===== config.mk =====
export PLATFORM = sky130hd
export DESIGN_NAME = usb_fifo_bridge
export DESIGN_NICKNAME = d
export VERILOG_FILES = /design/src/rtl/usbfb_pkg.sv /design/src/rtl/usbfb_sync.sv /design/src/rtl/usbfb_timer.sv /design/src/rtl/usbfb_rx_slot.sv /design/src/rtl/usbfb_ctrl.sv /design/src/rtl/usb_fifo_bridge.sv
export SDC_FILE = /design/constraint.sdc
export NUM_CORES = 1
export LEC_CHECK = 0
export BUFFER_PORTS_ARGS = -buffer_cell sky130_fd_sc_hd__buf_2
export CAP_MARGIN = 10
export CORE_MARGIN = 2
export CORE_UTILIZATION = 40
export DETAILED_ROUTE_END_ITERATION = 12
export PLACE_DENSITY_LB_ADDON = 0.3
export SETUP_SLACK_MARGIN = 0.4
export SYNTH_ARGS = -nofsm -noshare
export SYNTH_HDL_FRONTEND = slang
export SYNTH_HIERARCHICAL = 1
export SYNTH_SLANG_ARGS = --single-unit

===== constraint.sdc =====
create_clock -name clk -period 2 [get_ports clk]
set_input_delay 0.4 -clock clk [delete_from_list [all_inputs] [get_ports clk]]
set_output_delay 0.4 -clock clk [all_outputs]
set_load 0.01 [all_outputs]

===== src/rtl/usbfb_pkg.sv =====
`timescale 1ns/1ps
package usbfb_pkg;

  typedef enum logic [2:0] {
    ST_IDLE     = 3'd0,
    ST_RD       = 3'd1,
    ST_WR_SETUP = 3'd2,
    ST_WR       = 3'd3,
    ST_WR_HOLD  = 3'd4,
    ST_GAP      = 3'd5
  } bstate_t;

  // Bits needed to hold a down-count starting at (max(a,b) - 1).
  function automatic int cnt_width(input int a, input int b);
    int m;
    m = (a > b) ? a : b;
    return (m <= 2) ? 1 : $clog2(m);
  endfunction

  // True for every state in which the FPGA owns the shared bus.
  function automatic logic drives_bus(input bstate_t s);
    return (s == ST_WR_SETUP) || (s == ST_WR) || (s == ST_WR_HOLD);
  endfunction

endpackage


===== src/rtl/usbfb_sync.sv =====
`timescale 1ns/1ps
module usbfb_sync #(
  parameter int   WIDTH   = 2,
  parameter int   STAGES  = 2,
  parameter logic RST_VAL = 1'b1
) (
  input  logic             clk,
  input  logic             rst_n,
  input  logic [WIDTH-1:0] d,
  output logic [WIDTH-1:0] q
);

  logic [WIDTH-1:0] chain [STAGES];

  for (genvar g = 0; g < STAGES; g++) begin : g_stage
    if (g == 0) begin : g_first
      always_ff @(posedge clk or negedge rst_n) begin
        if (!rst_n) chain[g] <= {WIDTH{RST_VAL}};
        else        chain[g] <= d;
      end
    end else begin : g_next
      always_ff @(posedge clk or negedge rst_n) begin
        if (!rst_n) chain[g] <= {WIDTH{RST_VAL}};
        else        chain[g] <= chain[g-1];
      end
    end
  end

  assign q = chain[STAGES-1];

endmodule


===== src/rtl/usbfb_timer.sv =====
`timescale 1ns/1ps
module usbfb_timer #(
  parameter int CW = 2
) (
  input  logic          clk,
  input  logic          rst_n,
  input  logic          load,
  input  logic [CW-1:0] load_val,
  output logic          done
);

  logic [CW-1:0] cnt;

  always_ff @(posedge clk or negedge rst_n) begin
    if (!rst_n)           cnt <= '0;
    else if (load)        cnt <= load_val;
    else if (cnt != '0)   cnt <= cnt - 1'b1;
  end

  assign done = (cnt == '0);

endmodule


===== src/rtl/usbfb_rx_slot.sv =====
`timescale 1ns/1ps
module usbfb_rx_slot #(
  parameter int DW = 8
) (
  input  logic          clk,
  input  logic          rst_n,
  input  logic          capture,
  input  logic [DW-1:0] din,
  input  logic          rx_ready,
  output logic          rx_valid,
  output logic [DW-1:0] rx_data
);

  always_ff @(posedge clk or negedge rst_n) begin
    if (!rst_n) begin
      rx_valid <= 1'b0;
      rx_data  <= '0;
    end else if (capture) begin
      rx_valid <= 1'b1;
      rx_data  <= din;
    end else if (rx_valid && rx_ready) begin
      rx_valid <= 1'b0;
    end
  end

endmodule


===== src/rtl/usbfb_ctrl.sv =====
`timescale 1ns/1ps
module usbfb_ctrl
  import usbfb_pkg::*;
#(
  parameter int STROBE_CYCLES = 3,
  parameter int GAP_CYCLES    = 2,
  parameter int CW            = 2
) (
  input  logic          clk,
  input  logic          rst_n,
  input  logic          host_pending,
  input  logic          room_free,
  input  logic          slot_free,
  input  logic          tx_valid,
  input  logic          timer_done,
  output logic          tmr_load,
  output logic [CW-1:0] tmr_val,
  output logic          rd_go,
  output logic          wr_go,
  output logic          tx_ready,
  output logic          capture,
  output logic          rd_strobe_n,
  output logic          wr_strobe_n,
  output logic          bus_oe
);

  localparam logic [CW-1:0] STB_LD = CW'(STROBE_CYCLES - 1);
  localparam logic [CW-1:0] GAP_LD = CW'(GAP_CYCLES - 1);

  bstate_t state, nxt;
  logic    rd_ok;
  logic    in_idle;

  assign in_idle  = (state == ST_IDLE);
  assign rd_ok    = host_pending && slot_free;
  assign rd_go    = in_idle && rd_ok;
  assign tx_ready = in_idle && room_free && !rd_ok;
  assign wr_go    = tx_ready && tx_valid;

  always_comb begin
    nxt      = state;
    tmr_load = 1'b0;
    tmr_val  = '0;
    capture  = 1'b0;
    unique case (state)
      ST_IDLE: begin
        if (rd_go) begin
          nxt      = ST_RD;
          tmr_load = 1'b1;
          tmr_val  = STB_LD;
        end else if (wr_go) begin
          nxt = ST_WR_SETUP;
        end
      end
      ST_RD: begin
        if (timer_done) begin
          nxt      = ST_GAP;
          capture  = 1'b1;
          tmr_load = 1'b1;
          tmr_val  = GAP_LD;
        end
      end
      ST_WR_SETUP: begin
        nxt      = ST_WR;
        tmr_load = 1'b1;
        tmr_val  = STB_LD;
      end
      ST_WR: begin
        if (timer_done) nxt = ST_WR_HOLD;
      end
      ST_WR_HOLD: begin
        nxt      = ST_GAP;
        tmr_load = 1'b1;
        tmr_val  = GAP_LD;
      end
      ST_GAP: begin
        if (timer_done) nxt = ST_IDLE;
      end
      default: nxt = ST_IDLE;
    endcase
  end

  // Pad-facing outputs come straight from flip-flops, decoded from the next state.
  always_ff @(posedge clk or negedge rst_n) begin
    if (!rst_n) begin
      state       <= ST_IDLE;
      rd_strobe_n <= 1'b1;
      wr_strobe_n <= 1'b1;
      bus_oe      <= 1'b0;
    end else begin
      state       <= nxt;
      rd_strobe_n <= (nxt != ST_RD);
      wr_strobe_n <= (nxt != ST_WR);
      bus_oe      <= drives_bus(nxt);
    end
  end

endmodule


===== src/rtl/usb_fifo_bridge.sv =====
`timescale 1ns/1ps
module usb_fifo_bridge #(
  parameter int STROBE_CYCLES = 3,
  parameter int GAP_CYCLES    = 2,
  parameter int SYNC_STAGES   = 2
) (
  input  logic       clk,
  input  logic       rst_n,
  input  logic       host_avail_n,
  input  logic       room_avail_n,
  output logic       rd_strobe_n,
  output logic       wr_strobe_n,
  input  logic [7:0] bus_in,
  output logic [7:0] bus_out,
  output logic       bus_oe,
  output logic [7:0] rx_data,
  output logic       rx_valid,
  input  logic       rx_ready,
  input  logic [7:0] tx_data,
  input  logic       tx_valid,
  output logic       tx_ready
);

  localparam int CW = usbfb_pkg::cnt_width(STROBE_CYCLES, GAP_CYCLES);

  logic [1:0]    flags_q;
  logic          host_pending;
  logic          room_free;
  logic          tmr_load;
  logic [CW-1:0] tmr_val;
  logic          timer_done;
  logic          rd_go;
  logic          wr_go;
  logic          capture;

  usbfb_sync #(.WIDTH(2), .STAGES(SYNC_STAGES), .RST_VAL(1'b1)) u_sync (
    .clk   (clk),
    .rst_n (rst_n),
    .d     ({room_avail_n, host_avail_n}),
    .q     (flags_q)
  );

  assign host_pending = !flags_q[0];
  assign room_free    = !flags_q[1];

  usbfb_timer #(.CW(CW)) u_timer (
    .clk      (clk),
    .rst_n    (rst_n),
    .load     (tmr_load),
    .load_val (tmr_val),
    .done     (timer_done)
  );

  usbfb_ctrl #(
    .STROBE_CYCLES (STROBE_CYCLES),
    .GAP_CYCLES    (GAP_CYCLES),
    .CW            (CW)
  ) u_ctrl (
    .clk          (clk),
    .rst_n        (rst_n),
    .host_pending (host_pending),
    .room_free    (room_free),
    .slot_free    (!rx_valid),
    .tx_valid     (tx_valid),
    .timer_done   (timer_done),
    .tmr_load     (tmr_load),
    .tmr_val      (tmr_val),
    .rd_go        (rd_go),
    .wr_go        (wr_go),
    .tx_ready     (tx_ready),
    .capture      (capture),
    .rd_strobe_n  (rd_strobe_n),
    .wr_strobe_n  (wr_strobe_n),
    .bus_oe       (bus_oe)
  );

  usbfb_rx_slot #(.DW(8)) u_rx (
    .clk      (clk),
    .rst_n    (rst_n),
    .capture  (capture),
    .din      (bus_in),
    .rx_ready (rx_ready),
    .rx_valid (rx_valid),
    .rx_data  (rx_data)
  );

  // Outbound byte register: loaded on acceptance, held through the whole write.
  always_ff @(posedge clk or negedge rst_n) begin
    if (!rst_n)     bus_out <= '0;
    else if (wr_go) bus_out <= tx_data;
  end

endmodule


==> flow_metrics.py, run 1 <==
metrics = {
    "sta": {
        "tightestPinTransition_ns": 0.624,
        "setup_ws_ns": 0.0860,
        "rsz0062_at_grt": "yes",
        "setup_viol": 0,
        "finalClockSkew_ns": 0.00918,
        "hold_violations": 0,
        "fin_crit_ns": 1.91,
        "relSlewSlack": 0.584,
        "finalCritPeriodShare": 0.957,
        "fmax_mhz": 522,
        "drv_slew": 0,
        "final.setup.tns_ns": 0,
    },
    "worst_setup_path": {
        "path_cells": "inv_4 -> a2111oi_4 -> and2_1 -> buf_2",
        "crit_path_start_kind": "register",
        "critical_path_class": "register to output port",
        "cp_max_fo": 2,
        "worstPathArrival_ns": 1.51,
        "slowest_delay_ns": 0.56,
        "cp.required_ns": 1.60,
        "reg2reg_depth": 7,
        "slowest_stage": "dfstp_2",
        "crit_path_end_kind": "output port",
    },
    "layout": {
        "drive_gt1_frac": 0.669,
        "final_common_cell": "buf_2",
        "nNetsFinal": 161,
        "area.growth.synth_to_final_pct": 29.5,
        "antenna_cells": 0,
        "final_cell_mix": "42 x buf_2, 22 x dfrtp_1, 16 x mux2_4, 6 x dfstp_2",
    },
    "detailed_routing": {
        "viasPerCell": 4.44,
        "drc": 0,
        "dr.pass1.iters": 2,
        "postRouteWirelength_um": 2340,
        "antenna_left": 0,
        "num_vias": 813,
        "wl_per_cell_um": 12.8,
        "drt_iter0_drc": 20,
    },
    "clock_tree": {
        "clkLatencyLatePin_ns": 0.33,
        "cts_tree": "done",
        "cts.sinks": 29,
        "cts_buffers": 5,
        "ctsRootBufferMaster": "clkbuf_4",
        "htreeDepth": 2,
        "clk_pin_slew_ns": 0.10,
        "clock_path_buffers": 2,
    },
    "power_and_ir_drop": {
        "leakage_nw": 0.818,
        "p_per_area_nw_per_um2": 1510,
        "total_power_mw": 2.50,
        "ir_worst_vdd_v": 0.000668,
    },
    "floorplan": {
        "rows": 20,
        "die-area_um2": 3650,
        "initial_core_util": 0.418,
        "die_y_um": 60.5,
        "core_um2": 3050,
        "die_w_um": 60.5,
        "io_pins": 43,
    },
    "logic_synthesis": {
        "syn_nets": 111,
        "synth.avg_cell_area_um2": 14.5,
        "netlist_area_um2": 1270,
        "synth_warnings": 6,
        "synth_cells": 88,
    },
    "placed_design": {
        "place_ws_ns": 0.214,
        "gp_congestion": 0.751,
        "io_buffers": 42,
        "place_hpwl_um": 1610,
    },
    "global_routing": {
        "met3_usage": 0.0597,
        "grt_pass1_wl_um": 3670,
        "grt_max_degree": 30,
        "grt-busiest-layer": "met2",
        "grt_pass1_vias": 791,
        "grt_overflow_total": 0,
        "grt.total_usage": 0.144,
        "met1_usage": 0.187,
        "use_met2": 0.207,
        "antenna_found_initial": 0,
    },
    "hold_path": {
        "hp-class": "input pin to asynchronous set/reset pin",
    },
    "outcome": {
        "status": "finished clean",
    },
    "flow_run": {
        "drv_cap": 0,
    },
}
## sequential cells by signal, summed over array words and instances, names as in the netlist
register	cells
u_sync/chain	2
u_ctrl/wr_strobe_n	1
u_sync/q	2
u_timer/cnt	2
u_rx/rx_data	8
bus_out	8
u_ctrl/state	3
u_ctrl/rd_strobe_n	1
u_rx/rx_valid	1
u_ctrl/bus_oe	1
## critical path, delay by kind of cell (launching register included)
family | cells | cell delay, ns
compound gates | 1 | 0.30
flops | 1 | 0.56
simple gates | 1 | 0.17
buf+inv | 2 | 0.16
## final timing paths
kind / from / end / slack (ns)
max: u_sync/q[0] / tx_ready / 0.09
min: rst_n / bus_out[7] / 0.07
max reg2reg: u_sync/q[0] / bus_out[0] / 0.23
min reg2reg: u_sync/chain[3] / u_sync/q[1] / 0.36
max in group asynchronous: rst_n / u_ctrl/state[1] / 1.49
min in group clk: room_avail_n / u_sync/chain[3] / 0.16
## report_power, final
| part | total [mW] | switching [mW] | internal [mW] |
|---|---|---|---|
| Combinational | 1.15 | 0.490 | 0.661 |
| Sequential | 1.01 | 0.166 | 0.840 |
| Clock | 0.344 | 0.212 | 0.132 |
| Total | 2.50 | 0.867 | 1.63 |
## layer usage
metal | wire [µm] | vias to the layer above | share of wire
met3 | 155 | 6 | 0.066
met2 | 1120 | 32 | 0.48
met4 | 49 | 0 | 0.021
met1 | 1020 | 384 | 0.44
li1 | - | 391 | -
met5 | 0 | - | 0
## final cells by class
cell class	count	area, µm²
Tap cell	44	55.1
Sequential cell	29	734
Fill cell	312	1400
Clock inverter	3	17.5
Inverter	8	40.0
Multi-Input combinational cell	45	497
Timing Repair Buffer	49	270
Clock buffer	5	37.5
## what timing repair did
| action | in CTS | in global routing |
|---|---|---|
| pin swaps | 1 | 2 |
| hold buffers | 0 | 0 |
| setup buffers | 3 | 2 |
| gates resized for setup | 7 | 3 |
| endpoints found under the setup margin | 10 | 16 |
## per-stage QoR
step	std cells	hold slack [ns]	util	cell area [µm²]
2_1_floorplan	88	0.104	-	1300
3_3_place_gp	170	0.346	0.499	1520
3_5_place_dp	170	0.347	0.499	1520
4_1_cts	181	0.0799	0.534	1630
5_1_grt	183	0.108	0.541	1650
6_report	183	0.0709	0.541	1650
Note: power is estimated with default switching activity, not from simulation.
==> run 2: changes to the inputs <==
Settings changed: CORE_ASPECT_RATIO set to 0.7.
==> run 2 against run 1 <==
Compared with the run above: power up 9.6%; critical path type unchanged; cell area up 1.5%; register-to-register slack better by 0.10 ns; clock skew down 0.0043 ns; maximum frequency up 3.8%; largest power group unchanged; critical path depth unchanged; worst setup slack better by 0.070 ns.
==> flow_metrics.py, run 2 (same netlist as run 1, synthesis figures left out) <==
metrics = {
    "global_routing": {
        "grt_max_degree": 30,
        "grt_overflow_total": 0,
        "grt.total_usage": 0.142,
        "antenna_found_initial": 0,
        "grt_pass1_vias": 783,
        "grt_pass1_wl_um": 3660,
    },
    "worst_setup_path": {
        "slowest_delay_ns": 0.54,
        "r2r_end": "bus_out[5]",
        "crit_family": "flip-flops",
        "crit_path_end_kind": "output port",
        "path_buf_inv": 2,
        "r2r_start": "u_sync/q[0]",
        "cp.required_ns": 1.60,
        "reg2reg_depth": 6,
        "r2r_slack_ns": 0.33,
        "slowest_stage": "dfstp_2",
        "path_cells": "inv_4 -> a2111oi_4 -> and2_1 -> buf_2",
        "critical_path_class": "register to output port",
        "crit_path_start_kind": "register",
        "worstPathArrival_ns": 1.44,
        "cp_max_fo": 2,
    },
    "placed_design": {
        "place_ws_ns": 0.187,
        "gp_congestion": 0.696,
        "place_hpwl_um": 1660,
        "io_buffers": 42,
    },
    "power_and_ir_drop": {
        "ir_worst_vdd_v": 0.000937,
        "p_per_area_nw_per_um2": 1640,
        "leakage_nw": 0.827,
    },
    "sta": {
        "finalClockSkew_ns": 0.00485,
        "setup_ws_ns": 0.156,
        "rsz0062_at_grt": "yes",
        "hold_violations": 0,
        "final.setup.tns_ns": 0,
        "finalCritPeriodShare": 0.922,
        "fin_crit_ns": 1.84,
        "tightestPinTransition_ns": 0.622,
        "drv_slew": 0,
        "fmax_mhz": 542,
        "relSlewSlack": 0.585,
        "setup_viol": 0,
    },
    "clock_tree": {
        "cts.sinks": 29,
        "clkLatencyLatePin_ns": 0.28,
        "cts_hold_buf": 0,
        "htreeDepth": 2,
        "cts_buffers": 5,
        "clk_pin_slew_ns": 0.06,
        "clock_path_buffers": 2,
        "cts_tree": "done",
        "ctsRootBufferMaster": "clkbuf_8",
    },
    "floorplan": {
        "die_y_um": 51.2,
        "die_w_um": 71.5,
        "core_um2": 3110,
        "io_pins": 43,
        "initial_core_util": 0.411,
        "rows": 17,
        "die-area_um2": 3660,
    },
    "layout": {
        "nNetsFinal": 158,
        "final_common_cell": "buf_2",
        "n_fill_cell": 277,
        "antenna_cells": 0,
        "area.growth.synth_to_final_pct": 31.5,
        "final_cell_mix": "42 x buf_2, 21 x dfrtp_1, 16 x mux2_4",
        "drive_gt1_frac": 0.654,
        "reg_top3": "bus_out (8), u_rx/rx_data (8), u_ctrl/state (3)",
    },
    "detailed_routing": {
        "drt_iter0_drc": 38,
        "drc": 0,
        "num_vias": 803,
        "antenna_left": 0,
        "viasPerCell": 4.61,
        "dr.pass1.iters": 2,
        "postRouteWirelength_um": 2350,
        "wl_per_cell_um": 13.5,
    },
    "hold_path": {
        "hp-class": "input pin to asynchronous set/reset pin",
    },
    "flow_run": {
        "drv_cap": 0,
    },
    "outcome": {
        "status": "finished clean",
    },
}
run 2: per-layer routing:
layer,track usage,wire length [µm],vias up
met5,0,0,-
met4,0.0755,24,0
met3,0.0730,189,2
met2,0.201,1040,26
met1,0.175,1100,387
li1,-,-,388
run 2: final cells by class:
type / instances / area (µm²) / share of cell area
sequential: 29 / 736 / 0.439
clock buffer: 7 / 86.3 / 0.0515
clock inverter: 1 / 30.0 / 0.0179
timing repair buffer: 46 / 240 / 0.143
tap: 38 / 47.5 / 0.0284
multi-input combinational: 45 / 497 / 0.296
inverter: 8 / 40.0 / 0.0239
run 2: worst max path at each step:
stage	depth (start not counted)	end	start	slack, ns
CTS	4	tx_ready	u_sync/q[0]	0.09
detailed placement	4	bus_out[5]	u_ctrl/state[2]	0.19
finish	4	tx_ready	u_sync/q[0]	0.16
global placement	4	bus_out[6]	u_ctrl/state[2]	0.26
floorplan	7	bus_out[0]	u_sync/q[0]	0.27
global route	4	tx_ready	u_sync/q[0]	0.09
run 2: report_power, final:
group | switching [mW] | internal [mW] | total, mW
clock network | 0.213 | 0.405 | 0.618
registers | 0.179 | 0.844 | 1.02
logic | 0.474 | 0.626 | 1.10
total | 0.866 | 1.88 | 2.74
run 2: worst reg2reg max path, stage by stage (launching register included):
cell	delay, ns
dfstp_2	0.54
inv_4	0.04
a2111oi_4	0.28
buf_4	0.18
nand3_4	0.10
inv_8	0.11
mux2_4	0.30
run 2: through the flow:
stage,power [mW],utilization,cell area (µm²),hold slack (ns),std cells
final,2.74,0.540,1680,0.134,174
after floorplan,1.78,-,1300,0.104,88
after global placement,2.04,0.486,1510,0.347,163
after detailed placement,2.09,0.486,1510,0.349,163
after global routing,2.93,0.540,1680,0.175,174
after CTS,2.77,0.540,1680,0.151,174
run 2: what timing repair did:
action                                  in CTS  in global routing
gates resized for setup                      8                  0
buffers inserted                             3                  0
endpoints found under the setup margin      10                 10
pin swaps                                    1                  2
cloned                                       0                  0
